**config.mk**
```make
export PLATFORM = sky130hd
export DESIGN_NAME = vmask_pack_unit
export DESIGN_NICKNAME = d
export VERILOG_FILES = /design/src/rtl/vmpu_pkg.sv /design/src/rtl/vmpu_ctrl.sv /design/src/rtl/vmpu_elem_pick.sv /design/src/rtl/vmpu_dest_bank.sv /design/src/rtl/vmask_pack_unit.sv
export SDC_FILE = /design/constraint.sdc
export NUM_CORES = 1
export LEC_CHECK = 0
export BUFFER_PORTS_ARGS = -buffer_cell sky130_fd_sc_hd__buf_2
export CAP_MARGIN = 20
export CORE_UTILIZATION = 50
export DETAILED_ROUTE_END_ITERATION = 12
export GPL_TIMING_DRIVEN = 0
export PLACE_DENSITY = 0.86
export SLEW_MARGIN = 20
export SYNTH_ARGS = -nofsm -noshare
export SYNTH_HDL_FRONTEND = slang
export SYNTH_HIERARCHICAL = 1
export SYNTH_SLANG_ARGS = --single-unit
```
**constraint.sdc**
```tcl
create_clock -name clk -period 3.23 [get_ports clk]
set_clock_uncertainty 0.1 [all_clocks]
set_input_delay 0.323 -clock clk [delete_from_list [all_inputs] [get_ports clk]]
set_output_delay 0.323 -clock clk [all_outputs]
set_load 0.02 [all_outputs]
```
**src/rtl/vmpu_pkg.sv**
```systemverilog
package vmpu_pkg;

   typedef enum logic [1:0] {
      ST_IDLE = 2'd0,
      ST_RUN  = 2'd1,
      ST_FIN  = 2'd2
   } vmpu_state_e;

   typedef enum logic {
      OP_COMPRESS = 1'b0,
      OP_EXPAND   = 1'b1
   } vmpu_op_e;

endpackage

```
**src/rtl/vmpu_ctrl.sv**
```systemverilog
module vmpu_ctrl
   import vmpu_pkg::*;
#(
   parameter int MAX_VL = 8,
   parameter int VL_W   = 4
) (
   input  logic            clk,
   input  logic            rst_n,
   input  logic            start_i,
   input  logic [VL_W-1:0] vlen_i,
   output logic            accept_o,
   output logic            step_o,
   output logic            done_o,
   output logic [VL_W-1:0] idx_o,
   output logic [VL_W-1:0] vlen_q_o,
   output logic [VL_W-1:0] vlen_eff_o
);

   localparam logic [VL_W-1:0] VL_CAP = VL_W'(MAX_VL);

   vmpu_state_e     state_q;
   logic [VL_W-1:0] idx_q;
   logic [VL_W-1:0] vlen_q;
   logic [VL_W-1:0] vlen_eff;
   logic            last_elem;

   // lengths above the register size saturate
   assign vlen_eff   = (vlen_i > VL_CAP) ? VL_CAP : vlen_i;
   assign accept_o   = start_i && (state_q != ST_RUN);
   assign step_o     = (state_q == ST_RUN);
   assign done_o     = (state_q == ST_FIN);
   assign last_elem  = (idx_q == (vlen_q - 1'b1));
   assign idx_o      = idx_q;
   assign vlen_q_o   = vlen_q;
   assign vlen_eff_o = vlen_eff;

   always_ff @(posedge clk or negedge rst_n) begin
      if (!rst_n) begin
         state_q <= ST_IDLE;
         idx_q   <= '0;
         vlen_q  <= '0;
      end else if (accept_o) begin
         vlen_q  <= vlen_eff;
         idx_q   <= '0;
         state_q <= (vlen_eff == '0) ? ST_FIN : ST_RUN;
      end else begin
         case (state_q)
            ST_RUN: begin
               idx_q <= idx_q + 1'b1;
               if (last_elem) state_q <= ST_FIN;
            end
            ST_FIN:  state_q <= ST_IDLE;
            default: state_q <= ST_IDLE;
         endcase
      end
   end

   p_idx_in_len_r8: assert property (@(posedge clk) disable iff (!rst_n)
      (state_q == ST_RUN) |-> (idx_q < vlen_q));

   p_done_one_cycle_r8: assert property (@(posedge clk) disable iff (!rst_n)
      (state_q == ST_FIN && !start_i) |=> (state_q == ST_IDLE));

   p_busy_start_ignored_r9: assert property (@(posedge clk) disable iff (!rst_n)
      (state_q == ST_RUN && !last_elem) |=> (state_q == ST_RUN && $stable(vlen_q)));

   p_len_capped_r12: assert property (@(posedge clk) disable iff (!rst_n)
      vlen_q <= VL_CAP);

endmodule

```
**src/rtl/vmpu_elem_pick.sv**
```systemverilog
module vmpu_elem_pick #(
   parameter int ELEM_W = 8,
   parameter int NUM    = 8,
   parameter int IDX_W  = 4,
   parameter bit ONEHOT = 1'b1
) (
   input  logic [NUM*ELEM_W-1:0] vec_i,
   input  logic [IDX_W-1:0]      idx_i,
   output logic [ELEM_W-1:0]     elem_o
);

   if (ONEHOT) begin : g_onehot
      // AND-OR select: flat depth, one comparator per element
      always_comb begin
         elem_o = '0;
         for (int i = 0; i < NUM; i++) begin
            if (idx_i == IDX_W'(i)) elem_o = elem_o | vec_i[i*ELEM_W +: ELEM_W];
         end
      end
   end else begin : g_indexed
      // indexed part-select: lets synthesis build a binary mux tree
      always_comb begin
         elem_o = '0;
         if (idx_i < IDX_W'(NUM)) elem_o = vec_i[int'(idx_i)*ELEM_W +: ELEM_W];
      end
   end

endmodule

```
**src/rtl/vmpu_dest_bank.sv**
```systemverilog
module vmpu_dest_bank #(
   parameter int ELEM_W = 8,
   parameter int NUM    = 8,
   parameter int IDX_W  = 4
) (
   input  logic                  clk,
   input  logic                  rst_n,
   input  logic                  load_i,
   input  logic [NUM*ELEM_W-1:0] load_data_i,
   input  logic                  we_i,
   input  logic [IDX_W-1:0]      waddr_i,
   input  logic [ELEM_W-1:0]     wdata_i,
   output logic [NUM*ELEM_W-1:0] data_o
);

   for (genvar g = 0; g < NUM; g++) begin : g_slot
      logic [ELEM_W-1:0] slot_q;
      always_ff @(posedge clk or negedge rst_n) begin
         if (!rst_n)                                slot_q <= '0;
         else if (load_i)                           slot_q <= load_data_i[g*ELEM_W +: ELEM_W];
         else if (we_i && waddr_i == IDX_W'(g))     slot_q <= wdata_i;
      end
      assign data_o[g*ELEM_W +: ELEM_W] = slot_q;
   end

   p_no_load_write_clash_r3: assert property (@(posedge clk) disable iff (!rst_n)
      !(load_i && we_i));

   p_write_addr_valid_r7: assert property (@(posedge clk) disable iff (!rst_n)
      we_i |-> (waddr_i < IDX_W'(NUM)));

endmodule

```
**src/rtl/vmask_pack_unit.sv**
```systemverilog
module vmask_pack_unit
   import vmpu_pkg::*;
#(
   parameter int ELEM_W      = 8,
   parameter int MAX_VL      = 8,
   parameter bit ONEHOT_PICK = 1'b1,
   localparam int VL_W       = $clog2(MAX_VL + 1),
   localparam int VEC_W      = MAX_VL * ELEM_W
) (
   input  logic              clk,
   input  logic              rst_n,
   input  logic              start_i,
   input  logic              op_expand_i,
   input  logic [VL_W-1:0]   vlen_i,
   input  logic [MAX_VL-1:0] mask_i,
   input  logic [VEC_W-1:0]  src_i,
   input  logic [VEC_W-1:0]  old_i,
   output logic [VEC_W-1:0]  result_o,
   output logic [VL_W-1:0]   count_o,
   output logic              done_o
);

   if (MAX_VL < 2) begin : g_bad_vl
      $error("MAX_VL must be at least 2");
   end
   if (ELEM_W < 1) begin : g_bad_w
      $error("ELEM_W must be at least 1");
   end

   logic              accept;
   logic              step;
   logic [VL_W-1:0]   idx;
   logic [VL_W-1:0]   vlen_q;
   logic [VL_W-1:0]   vlen_eff;
   logic [MAX_VL-1:0] lane_en;
   logic [MAX_VL-1:0] mask_q;
   logic [VEC_W-1:0]  src_q;
   vmpu_op_e          op_q;
   logic [VL_W-1:0]   cnt_q;
   logic              mbit;
   logic [VL_W-1:0]   rd_idx;
   logic [VL_W-1:0]   wr_idx;
   logic [ELEM_W-1:0] picked;
   logic              wr_en;

   vmpu_ctrl #(
      .MAX_VL (MAX_VL),
      .VL_W   (VL_W)
   ) u_ctrl (
      .clk        (clk),
      .rst_n      (rst_n),
      .start_i    (start_i),
      .vlen_i     (vlen_i),
      .accept_o   (accept),
      .step_o     (step),
      .done_o     (done_o),
      .idx_o      (idx),
      .vlen_q_o   (vlen_q),
      .vlen_eff_o (vlen_eff)
   );

   // mask bits beyond the length are dropped at capture
   always_comb begin
      for (int i = 0; i < MAX_VL; i++) lane_en[i] = (VL_W'(i) < vlen_eff);
   end

   always_ff @(posedge clk or negedge rst_n) begin
      if (!rst_n) begin
         mask_q <= '0;
         src_q  <= '0;
         op_q   <= OP_COMPRESS;
      end else if (accept) begin
         mask_q <= mask_i & lane_en;
         src_q  <= src_i;
         op_q   <= op_expand_i ? OP_EXPAND : OP_COMPRESS;
      end
   end

   always_comb begin
      mbit = 1'b0;
      for (int i = 0; i < MAX_VL; i++) begin
         if (idx == VL_W'(i)) mbit = mask_q[i];
      end
   end

   // packed-side pointer: write slot for compress, read slot for expand
   always_ff @(posedge clk or negedge rst_n) begin
      if (!rst_n)             cnt_q <= '0;
      else if (accept)        cnt_q <= '0;
      else if (step && mbit)  cnt_q <= cnt_q + 1'b1;
   end

   assign rd_idx = (op_q == OP_EXPAND) ? cnt_q : idx;
   assign wr_idx = (op_q == OP_EXPAND) ? idx   : cnt_q;
   assign wr_en  = step && mbit;

   vmpu_elem_pick #(
      .ELEM_W (ELEM_W),
      .NUM    (MAX_VL),
      .IDX_W  (VL_W),
      .ONEHOT (ONEHOT_PICK)
   ) u_pick (
      .vec_i  (src_q),
      .idx_i  (rd_idx),
      .elem_o (picked)
   );

   vmpu_dest_bank #(
      .ELEM_W (ELEM_W),
      .NUM    (MAX_VL),
      .IDX_W  (VL_W)
   ) u_bank (
      .clk         (clk),
      .rst_n       (rst_n),
      .load_i      (accept),
      .load_data_i (old_i),
      .we_i        (wr_en),
      .waddr_i     (wr_idx),
      .wdata_i     (picked),
      .data_o      (result_o)
   );

   assign count_o = cnt_q;

   p_count_le_len_r4: assert property (@(posedge clk) disable iff (!rst_n)
      count_o <= vlen_q);

   p_count_steps_r4: assert property (@(posedge clk) disable iff (!rst_n)
      (step && mbit) |=> (count_o == $past(count_o) + 1'b1));

   p_packed_behind_scan_r2: assert property (@(posedge clk) disable iff (!rst_n)
      step |-> (cnt_q <= idx));

   p_unmasked_kept_r6: assert property (@(posedge clk) disable iff (!rst_n)
      (step && !mbit) |=> $stable(result_o));

   p_result_held_r10: assert property (@(posedge clk) disable iff (!rst_n)
      (!step && !accept) |=> ($stable(result_o) && $stable(count_o)));

endmodule

```
# == Word level (Yosys, flattened, before mapping) ==
# Index checks and enable logic that the tools add are counted.
# totals
register_bits,151
output_inout_bits,69
word_cells,129
# classes
n_addsub,3
magnitude_cmp,9
n_eq_ne,26
n_mux,44
n_bitwise,8
n_reduce_logical,24
# ops
cell,n
2-to-1 mux 8 bit,24
bitwise OR 8 bit,7
== test 4 x 3 -> 1 bit (second input constant),12
2-to-1 mux 4 bit,7
== test 4 x 2 -> 1 bit (second input constant),6
nonzero test 2 bit,10
logical NOT 4 bit,4
less-than comparator 3 x 4 -> 1 bit (first input constant),4
== test 4 x 1 -> 1 bit (second input constant),3
logical AND 1 bit,10
2-to-1 mux 1 bit,9
adder 4 x 1 -> 4 bit (second input constant),2
AND 8 bit,1
less-than comparator 1 x 4 -> 1 bit (first input constant),2
less-than comparator 2 x 4 -> 1 bit (first input constant),2
2-to-1 mux 2 bit,4
== test 4 bit,1
greater-than comparator 4 bit (second input constant),1
subtractor 4 x 1 -> 4 bit (second input constant),1
!= test 3 x 2 -> 1 bit (second input constant),1
== test 2 x 1 -> 1 bit (second input constant),1
== test 2 bit (second input constant),1
!= test 2 x 1 -> 1 bit (second input constant),1

# == Longest topological paths before layout ==
# Gate-level depths: netlist (run 1).
# logic_depth
depth_word,19
depth_mapped,10
depth_no_buf,7

# == Modules after synthesis ==
# Netlist (run 1), hierarchy kept.
# by_module_without_submodules
module,instances,cells_each,area_each_um2
vmpu_dest_bank,1,378,3387.0
vmask_pack_unit,1,222,3194.3
vmpu_ctrl,1,51,563.0
vmpu_elem_pick,1,59,533.0

# == Worst setup path after synthesis (run 1) ==
# Ideal clock, no wire load.
# synth_path
path_kind,reg2reg
startpoint,register op_q
endpoint,register u_bank.g_slot[0].slot_q[5]
setup_ns,0.077
t_arrival_ns,2.189
required_time_ns,3.053
path_slack_ns,0.863
path_stages_with_launch,10
n_path_buf,3
period_less_slack_ns,2.367
cell_sequence,dfrtp_1 -> clkbuf_1 -> mux2_2 -> or3b_1 -> buf_6 -> o22a_1 -> o221ai_1 -> clkbuf_1 -> a31oi_1 -> a21oi_1
# synth_via
elab_chain_len,19
# synth_rtl
element,line_no,text
start: declaration,vmask_pack_unit.sv:38,vmpu_op_e op_q;
start signal: assignment,vmask_pack_unit.sv:75,op_q <= op_expand_i ? OP_EXPAND : OP_COMPRESS;
2-to-1 mux 4 bit *,vmask_pack_unit.sv:93,assign rd_idx = (op_q == OP_EXPAND) ? cnt_q : idx;
net rd_idx[2],vmask_pack_unit.sv:41,logic [VL_W-1:0] rd_idx;
logical NOT 4 bit,vmpu_elem_pick.sv:17,if (idx_i == IDX_W'(i)) elem_o = elem_o | vec_i[i*ELEM_W +: ELEM_W];
2-to-1 mux 8 bit,vmpu_elem_pick.sv:17,
bitwise OR 8 bit,vmpu_elem_pick.sv:17,
2-to-1 mux 8 bit,vmpu_elem_pick.sv:17,
bitwise OR 8 bit,vmpu_elem_pick.sv:17,
2-to-1 mux 8 bit,vmpu_elem_pick.sv:17,
(+5 left out),n/a,
2-to-1 mux 8 bit,vmpu_elem_pick.sv:17,
bitwise OR 8 bit,vmpu_elem_pick.sv:17,
2-to-1 mux 8 bit,vmpu_elem_pick.sv:17,
bitwise OR 8 bit,vmpu_elem_pick.sv:17,
2-to-1 mux 8 bit *,vmpu_elem_pick.sv:17,
net picked[5],vmask_pack_unit.sv:43,logic [ELEM_W-1:0] picked;
2-to-1 mux 8 bit *,vmpu_dest_bank.sv:21,else if (we_i && waddr_i == IDX_W'(g)) slot_q <= wdata_i;
2-to-1 mux 8 bit *,vmpu_dest_bank.sv:20,else if (load_i) slot_q <= load_data_i[g*ELEM_W +: ELEM_W];
end signal: assignment,vmpu_dest_bank.sv:20,
end signal: assignment,vmpu_dest_bank.sv:21,
end: declaration,vmpu_dest_bank.sv:17,logic [ELEM_W-1:0] slot_q;
# Mark *: on every way through the listed nets, which the timed path passes. The rest lies on a longest branch. The select of a mux whose other input is x is not followed.
# A chain may end at the register's enable or synchronous reset.

# == Worst setup path in the final report (run 1) ==
# layout_path
startpoint,register op_q
endpoint,register u_bank.g_slot[7].slot_q[0]
# layout_via
elab_chain_len,19
# layout_rtl
element,line_no
2-to-1 mux 4 bit *,vmask_pack_unit.sv:93
net rd_idx[2],vmask_pack_unit.sv:41
logical NOT 4 bit,vmpu_elem_pick.sv:17
2-to-1 mux 8 bit,vmpu_elem_pick.sv:17
bitwise OR 8 bit,vmpu_elem_pick.sv:17
2-to-1 mux 8 bit,vmpu_elem_pick.sv:17
bitwise OR 8 bit,vmpu_elem_pick.sv:17
2-to-1 mux 8 bit,vmpu_elem_pick.sv:17
(+5 left out),n/a
2-to-1 mux 8 bit,vmpu_elem_pick.sv:17
bitwise OR 8 bit,vmpu_elem_pick.sv:17
2-to-1 mux 8 bit,vmpu_elem_pick.sv:17
bitwise OR 8 bit,vmpu_elem_pick.sv:17
2-to-1 mux 8 bit *,vmpu_elem_pick.sv:17
net picked[0],vmask_pack_unit.sv:43
2-to-1 mux 8 bit *,vmpu_dest_bank.sv:21
2-to-1 mux 8 bit *,vmpu_dest_bank.sv:20
end signal: assignment,vmpu_dest_bank.sv:20
end signal: assignment,vmpu_dest_bank.sv:21
end: declaration,vmpu_dest_bank.sv:17
# Marked as above.

==> results.cfg, run 1 <==
[clock_tree]
cts_tree = built
postCtsSetupRepairBufs = 0
path_clk_slew_ns = 0.06
htreeDepth = 4
cts_buffers = 17
clk_path_buf_depth = 2
clk_latency_ns = 0.43
cts_root_buf = clkbuf_16
clock-sinks = 151

[sta]
finalHoldViolations = 0
max_freq_mhz = 328
min_period_ns = 3.05
slew_headroom = 0.426
min_period_over_period = 0.944
fin_tns_setup_ns = 0
finalMaxSlewViolations = 0
rsz0062_at_grt = no
worst_pin_slew_ns = 0.857
whs_ns = 0.0233
final-setup-viol-count = 0

[power]
switching_share = 0.444
pwr-share-comb = 0.521
power.leakage_nw = 4.25
ir_drop_uv = 592
clkPwrFrac = 0.180
powerDensity_mw_per_mm2 = 1180
p_switching_mw = 5.06
p_int_mw = 6.34
seqPwrFrac = 0.299

[worst_setup_path]
slowest_stage = clkbuf_1
cpPeakStageDelay_ns = 0.55
cp.buffers_inverters = 3
cp_max_fo = 10
cp-start-kind = flop
cp_top_family = buffers and inverters
cp.required_ns = 3.47
cp_cell_sequence = clkbuf_1, mux2_2, or3b_1, buf_6, o22a_1, o221ai_1, clkbuf_1, a31oi_1, a21oi_1
path_common_cell = clkbuf_1
worstSetupPathType = flop to flop
crit_path_end_kind = flop
cp.arrival_ns = 3.29

[global_route]
antenna_found_initial = 0
grt_use_total = 0.283
grt_pass1_wl_um = 34500
gr-total-overflow = 0
grt_start_max_net_pins = 93
grt_pass1_vias = 6573

[synthesis]
yosysUniqueCellTypes = 52
synth_edf_count = 0
yosysSeqAreaShare = 0.492
synth_common_cells = 151 x dfrtp_1, 75 x mux2_2, 72 x nor2b_1
synth_top_cell_by_area = dfrtp_1
synth_fp_nets = 857
synthTopCellsByArea = dfrtp_1 49%, mux2_2 11%, nor2b_1 5.9%
synth_top_cell_area_share = 0.492
ys.warnings.count = 6
synth_area_mm2 = 0.00768
ys_seq_elements = 151
syn_avg_cell_area_um2 = 10.8
postSynthCellCount = 710
synth.most_common_cell = dfrtp_1
ys.flop_type = dfrtp_1
async_reset_ff_frac = 1.00

[detailed_routing]
route.vias.total = 6689
vias_per_cell = 5.87
drtIter0Drc = 661
wl_per_cell_um = 19.4
drtAntennaViolNets = 0
dr.pass1.iters = 5
wl_um = 22100
drc = 0

[placed_design]
gp_congestion = 0.824
portBuffers = 212
hpwl_um = 15900

[floorplan]
dieArea_mm2 = 0.0159
die_w_um = 126
num_rows = 44
die_h_um = 126
num_io_pins = 213
placeableCoreArea_mm2 = 0.0148
start_util = 0.520

[finish]
drive_gt1_frac = 0.373
diodes = 0
syn_to_final_growth_pct = 25.4
nets = 1090

[run_status]
status = complete, no violations

[min_path]
hp-class = input pin to flop

[job]
maxCapViolations = 0
final cells by class:
cell class,count,area (um2)
Sequential cell,151,3780
Inverter,15,56.3
Buffer,66,353
Fill cell,1151,5120
Multi-Input combinational cell,478,3490
Timing Repair Buffer,214,1110
Clock buffer,19,443
Tap cell,184,230
Clock inverter,13,169
flip-flops by register name, indices dropped and copies added (netlist names):
signal,count
src_q,64
u_ctrl/vlen_q_o,4
count_o,4
mask_q,8
u_bank/g_slot.slot_q,64
u_ctrl/idx_o,4
u_ctrl/state_q,2
op_q,1
layer usage:
layer,up-vias,global-route usage,share of wire
met5,-,0,0
met4,0,0.101,0.025
met3,50,0.0590,0.071
met2,329,0.462,0.49
met1,3269,0.374,0.42
li1,3041,-,-
power groups by stage:
stage                     sequential, mW  combinational [mW]  clock, mW
after floorplan                     3.82                3.48          0
after global placement              3.38                5.64          0
after detailed placement            3.43                5.82          0
after CTS                           3.40                5.84       2.07
after global routing                3.52                6.29       2.15
final                               3.41                5.94       2.05
logic make-up after synthesis:
kind of cell,synth area share
flops,0.492
simple gates,0.0970
fa+ha+maj,0.00489
buf+inv,0.0531
mux,0.165
xor+xnor,0.00880
compound gates,0.179
cells in the final DEF, fill, tap and decap left out, drive strengths merged, types with 2 or more instances in the layout:
master	instances
a21oi	66
a31oi	65
and3b	2
buf	238
bufinv	3
clkbuf	60
clkinv	3
clkinvlp	4
dfrtp	151
ha	3
inv	18
mux2	81
mux2i	35
nand2	11
nand2b	4
nand3	6
nand3b	6
nor2	6
nor2b	72
nor3	2
nor4	3
o211ai	2
o21ai	74
o221ai	8
o22a	8
o22ai	2
o2bb2ai	2
o311ai	2
or3b	2
or4	2
xnor2	3
xor2	2
through the flow:
stage / instances / total power, mW / util / cell area, um2 / setup slack [ns]
2_1_floorplan: 710 / 7.30 / - / 7680 / 0.863
3_3_place_gp: 1106 / 9.02 / 0.608 / 8970 / -0.461
3_5_place_dp: 1107 / 9.25 / 0.610 / 9010 / 0.197
4_1_cts: 1140 / 11.3 / 0.653 / 9630 / 0.172
5_1_grt: 1140 / 12.0 / 0.653 / 9630 / 0.00373
6_report: 1140 / 11.4 / 0.653 / 9630 / 0.182
timing repair:
item                                   4_1_cts  5_1_grt
gates resized for setup                      0        2
hold buffers                                 1        0
endpoints found under the hold margin       59        0
setup endpoints to repair                    0        3
final timing paths:
path / startpoint / to / slack, ns / depth (start not counted)
max: op_q$_DFFE_PN0P_ / u_bank/g_slot[7].slot_q[0]$_DFFE_PN0P_ / 0.18 / 9
min reg2reg: src_q[28]$_DFFE_PN0P_ / src_q[28]$_DFFE_PN0P_ / 0.40 / 1
min in group asynchronous: rst_n / u_bank/g_slot[4].slot_q[1]$_DFFE_PN0P_ / 0.31 / 2
max in group asynchronous: rst_n / src_q[40]$_DFFE_PN0P_ / 1.90 / 3
min: src_i[53] / src_q[53]$_DFFE_PN0P_ / 0.02 / 2
max reg2reg: op_q$_DFFE_PN0P_ / u_bank/g_slot[7].slot_q[0]$_DFFE_PN0P_ / 0.18 / 9
Note: power is estimated with default switching activity, not from simulation.
==> inputs of run 2 (changes only) <==
Settings changed: CORE_UTILIZATION 50 to 48, RECOVER_POWER from default to 100.
Clock period 3.23 ns to 2.55 ns, I/O delays scaled along.
==> results.cfg, run 2 (synthesis gave the netlist of run 1 again) <==
[run_status]
status = complete, no violations

[clock_tree]
clk_path_buf_depth = 2
cts_buffers = 17
clock-sinks = 151
cts_root_buf = clkbuf_16
path_clk_slew_ns = 0.06
htreeDepth = 4
cts_tree = built
clk_latency_ns = 0.43

[floorplan]
num_io_pins = 213
dieArea_mm2 = 0.0165
die_h_um = 128
start_util = 0.498
num_rows = 45
placeableCoreArea_mm2 = 0.0154
die_w_um = 128

[finish]
mostFrequentLayoutCells = 220 x buf_2, 147 x dfrtp_1, 110 x dlygate4sd3_1, 75 x mux2_2, 72 x nor2b_1
syn_to_final_growth_pct = 42.3
nets = 1206
layout_commonest_cell = buf_2
drive_gt1_frac = 0.368
final_core_util = 0.708
final_cells = 1283
largest_registers = src_q: 64 flops, u_bank/g_slot.slot_q: 64 flops, mask_q: 8 flops

[worst_setup_path]
cp.arrival_ns = 2.70
cp_max_fo = 10
cp-start-kind = flop
worstSetupPathType = flop to flop
crit_path_end_kind = flop
rr_worst_depth = 10
cp.required_ns = 2.75

[global_route]
antenna_found_initial = 3
gr-total-overflow = 0
grt_use_total = 0.338
grt_pass1_wl_um = 41500
grt_pass1_vias = 7852
grt_start_max_net_pins = 101

[sta]
fin_tns_setup_ns = 0
slew_headroom = 0.0991
min_period_over_period = 0.980
whs_ns = 0.00262
fin_ws_ns = 0.0511
min_period_ns = 2.50
worst_pin_slew_ns = 1.35
finalMaxSlewViolations = 0
finalHoldViolations = 0
max_freq_mhz = 400
final-setup-viol-count = 0

[detailed_routing]
vias_per_cell = 5.87
drtAntennaViolNets = 0
wl_per_cell_um = 21.6
route.vias.total = 7526
dr.pass1.iters = 8
drtIter0Drc = 774
wl_um = 27700
drc = 0

[placed_design]
hpwl_um = 16100
dp_slack_ns = -0.404
place_inst = 1134
gp_congestion = 0.852
portBuffers = 212

[power]
powerDensity_mw_per_mm2 = 1400
power.leakage_nw = 4.79
ir_drop_uv = 801

[min_path]
holdPathStages = 3
hp-class = input pin to flop

[job]
maxCapViolations = 0
## run 2: what timing repair did
item	CTS	global route
gates cloned	0	1
gates resized for setup	20	37
endpoints found under the setup margin	64	121
hold buffers	108	2
setup buffers	1	6
pin swaps	1	6
hold endpoints to repair	158	2
## run 2: area by class of cell
type / instances / area [um2]
Inverter: 15 / 56.3
Multi-Input combinational cell: 479 / 3580
Clock inverter: 11 / 149
Antenna cell: 2 / 5.00
Timing Repair Buffer: 330 / 2240
Tap cell: 211 / 264
Buffer: 65 / 388
Clock buffer: 19 / 453
Sequential cell: 151 / 3780
Fill cell: 1081 / 4510
## run 2: worst paths after layout
check                                       startpoint  slack [ns]                                     end
max reg2reg                u_ctrl/idx_o[0]$_DFFE_PN0P_        0.05  u_bank/g_slot[5].slot_q[6]$_DFFE_PN0P_
min reg2reg                      src_q[55]$_DFFE_PN0P_        0.41                   src_q[55]$_DFFE_PN0P_
max in group asynchronous                        rst_n        0.64                   src_q[51]$_DFFE_PN0P_
max                        u_ctrl/idx_o[0]$_DFFE_PN0P_        0.05  u_bank/g_slot[5].slot_q[6]$_DFFE_PN0P_
min in group asynchronous                        rst_n        0.55  u_bank/g_slot[4].slot_q[3]$_DFFE_PN0P_
min                                          old_i[21]       0.003  u_bank/g_slot[2].slot_q[5]$_DFFE_PN0P_
## run 2: metal layers
metal,vias up,share of wire,global-route usage
met1,3620,0.36,0.391
li1,3273,-,-
met5,-,0.00036,0
met4,2,0.058,0.197
met3,133,0.075,0.0753
met2,498,0.50,0.577
## run 2: worst max-delay path: stages (launching register included)
cell and delay [ns]:
dfrtp_2 0.44, buf_6 0.15, mux2_2 0.26, buf_4 0.16, buf_6 0.17, mux2i_1 0.21, o22a_1 0.18, o221ai_1 0.13
clkbuf_4 0.25, a31oi_1 0.20, a21oi_1 0.11
## run 2: report_power, final
| part | leakage, nW | switching, mW | internal (mW) | total [mW] |
|---|---|---|---|---|
| Sequential | 1.76 | 0.796 | 3.61 | 4.41 |
| Combinational | 2.74 | 5.05 | 3.25 | 8.30 |
| Clock | 0.288 | 1.02 | 1.58 | 2.60 |
| Total | 4.79 | 6.87 | 8.45 | 15.3 |
## run 2: through the flow
step                area, um2  total power [mW]
finish                  10900              15.3
global placement         9000              11.4
detailed placement       9040              11.7
global route            10900              16.0
floorplan                7680              9.24
CTS                     10800              14.7
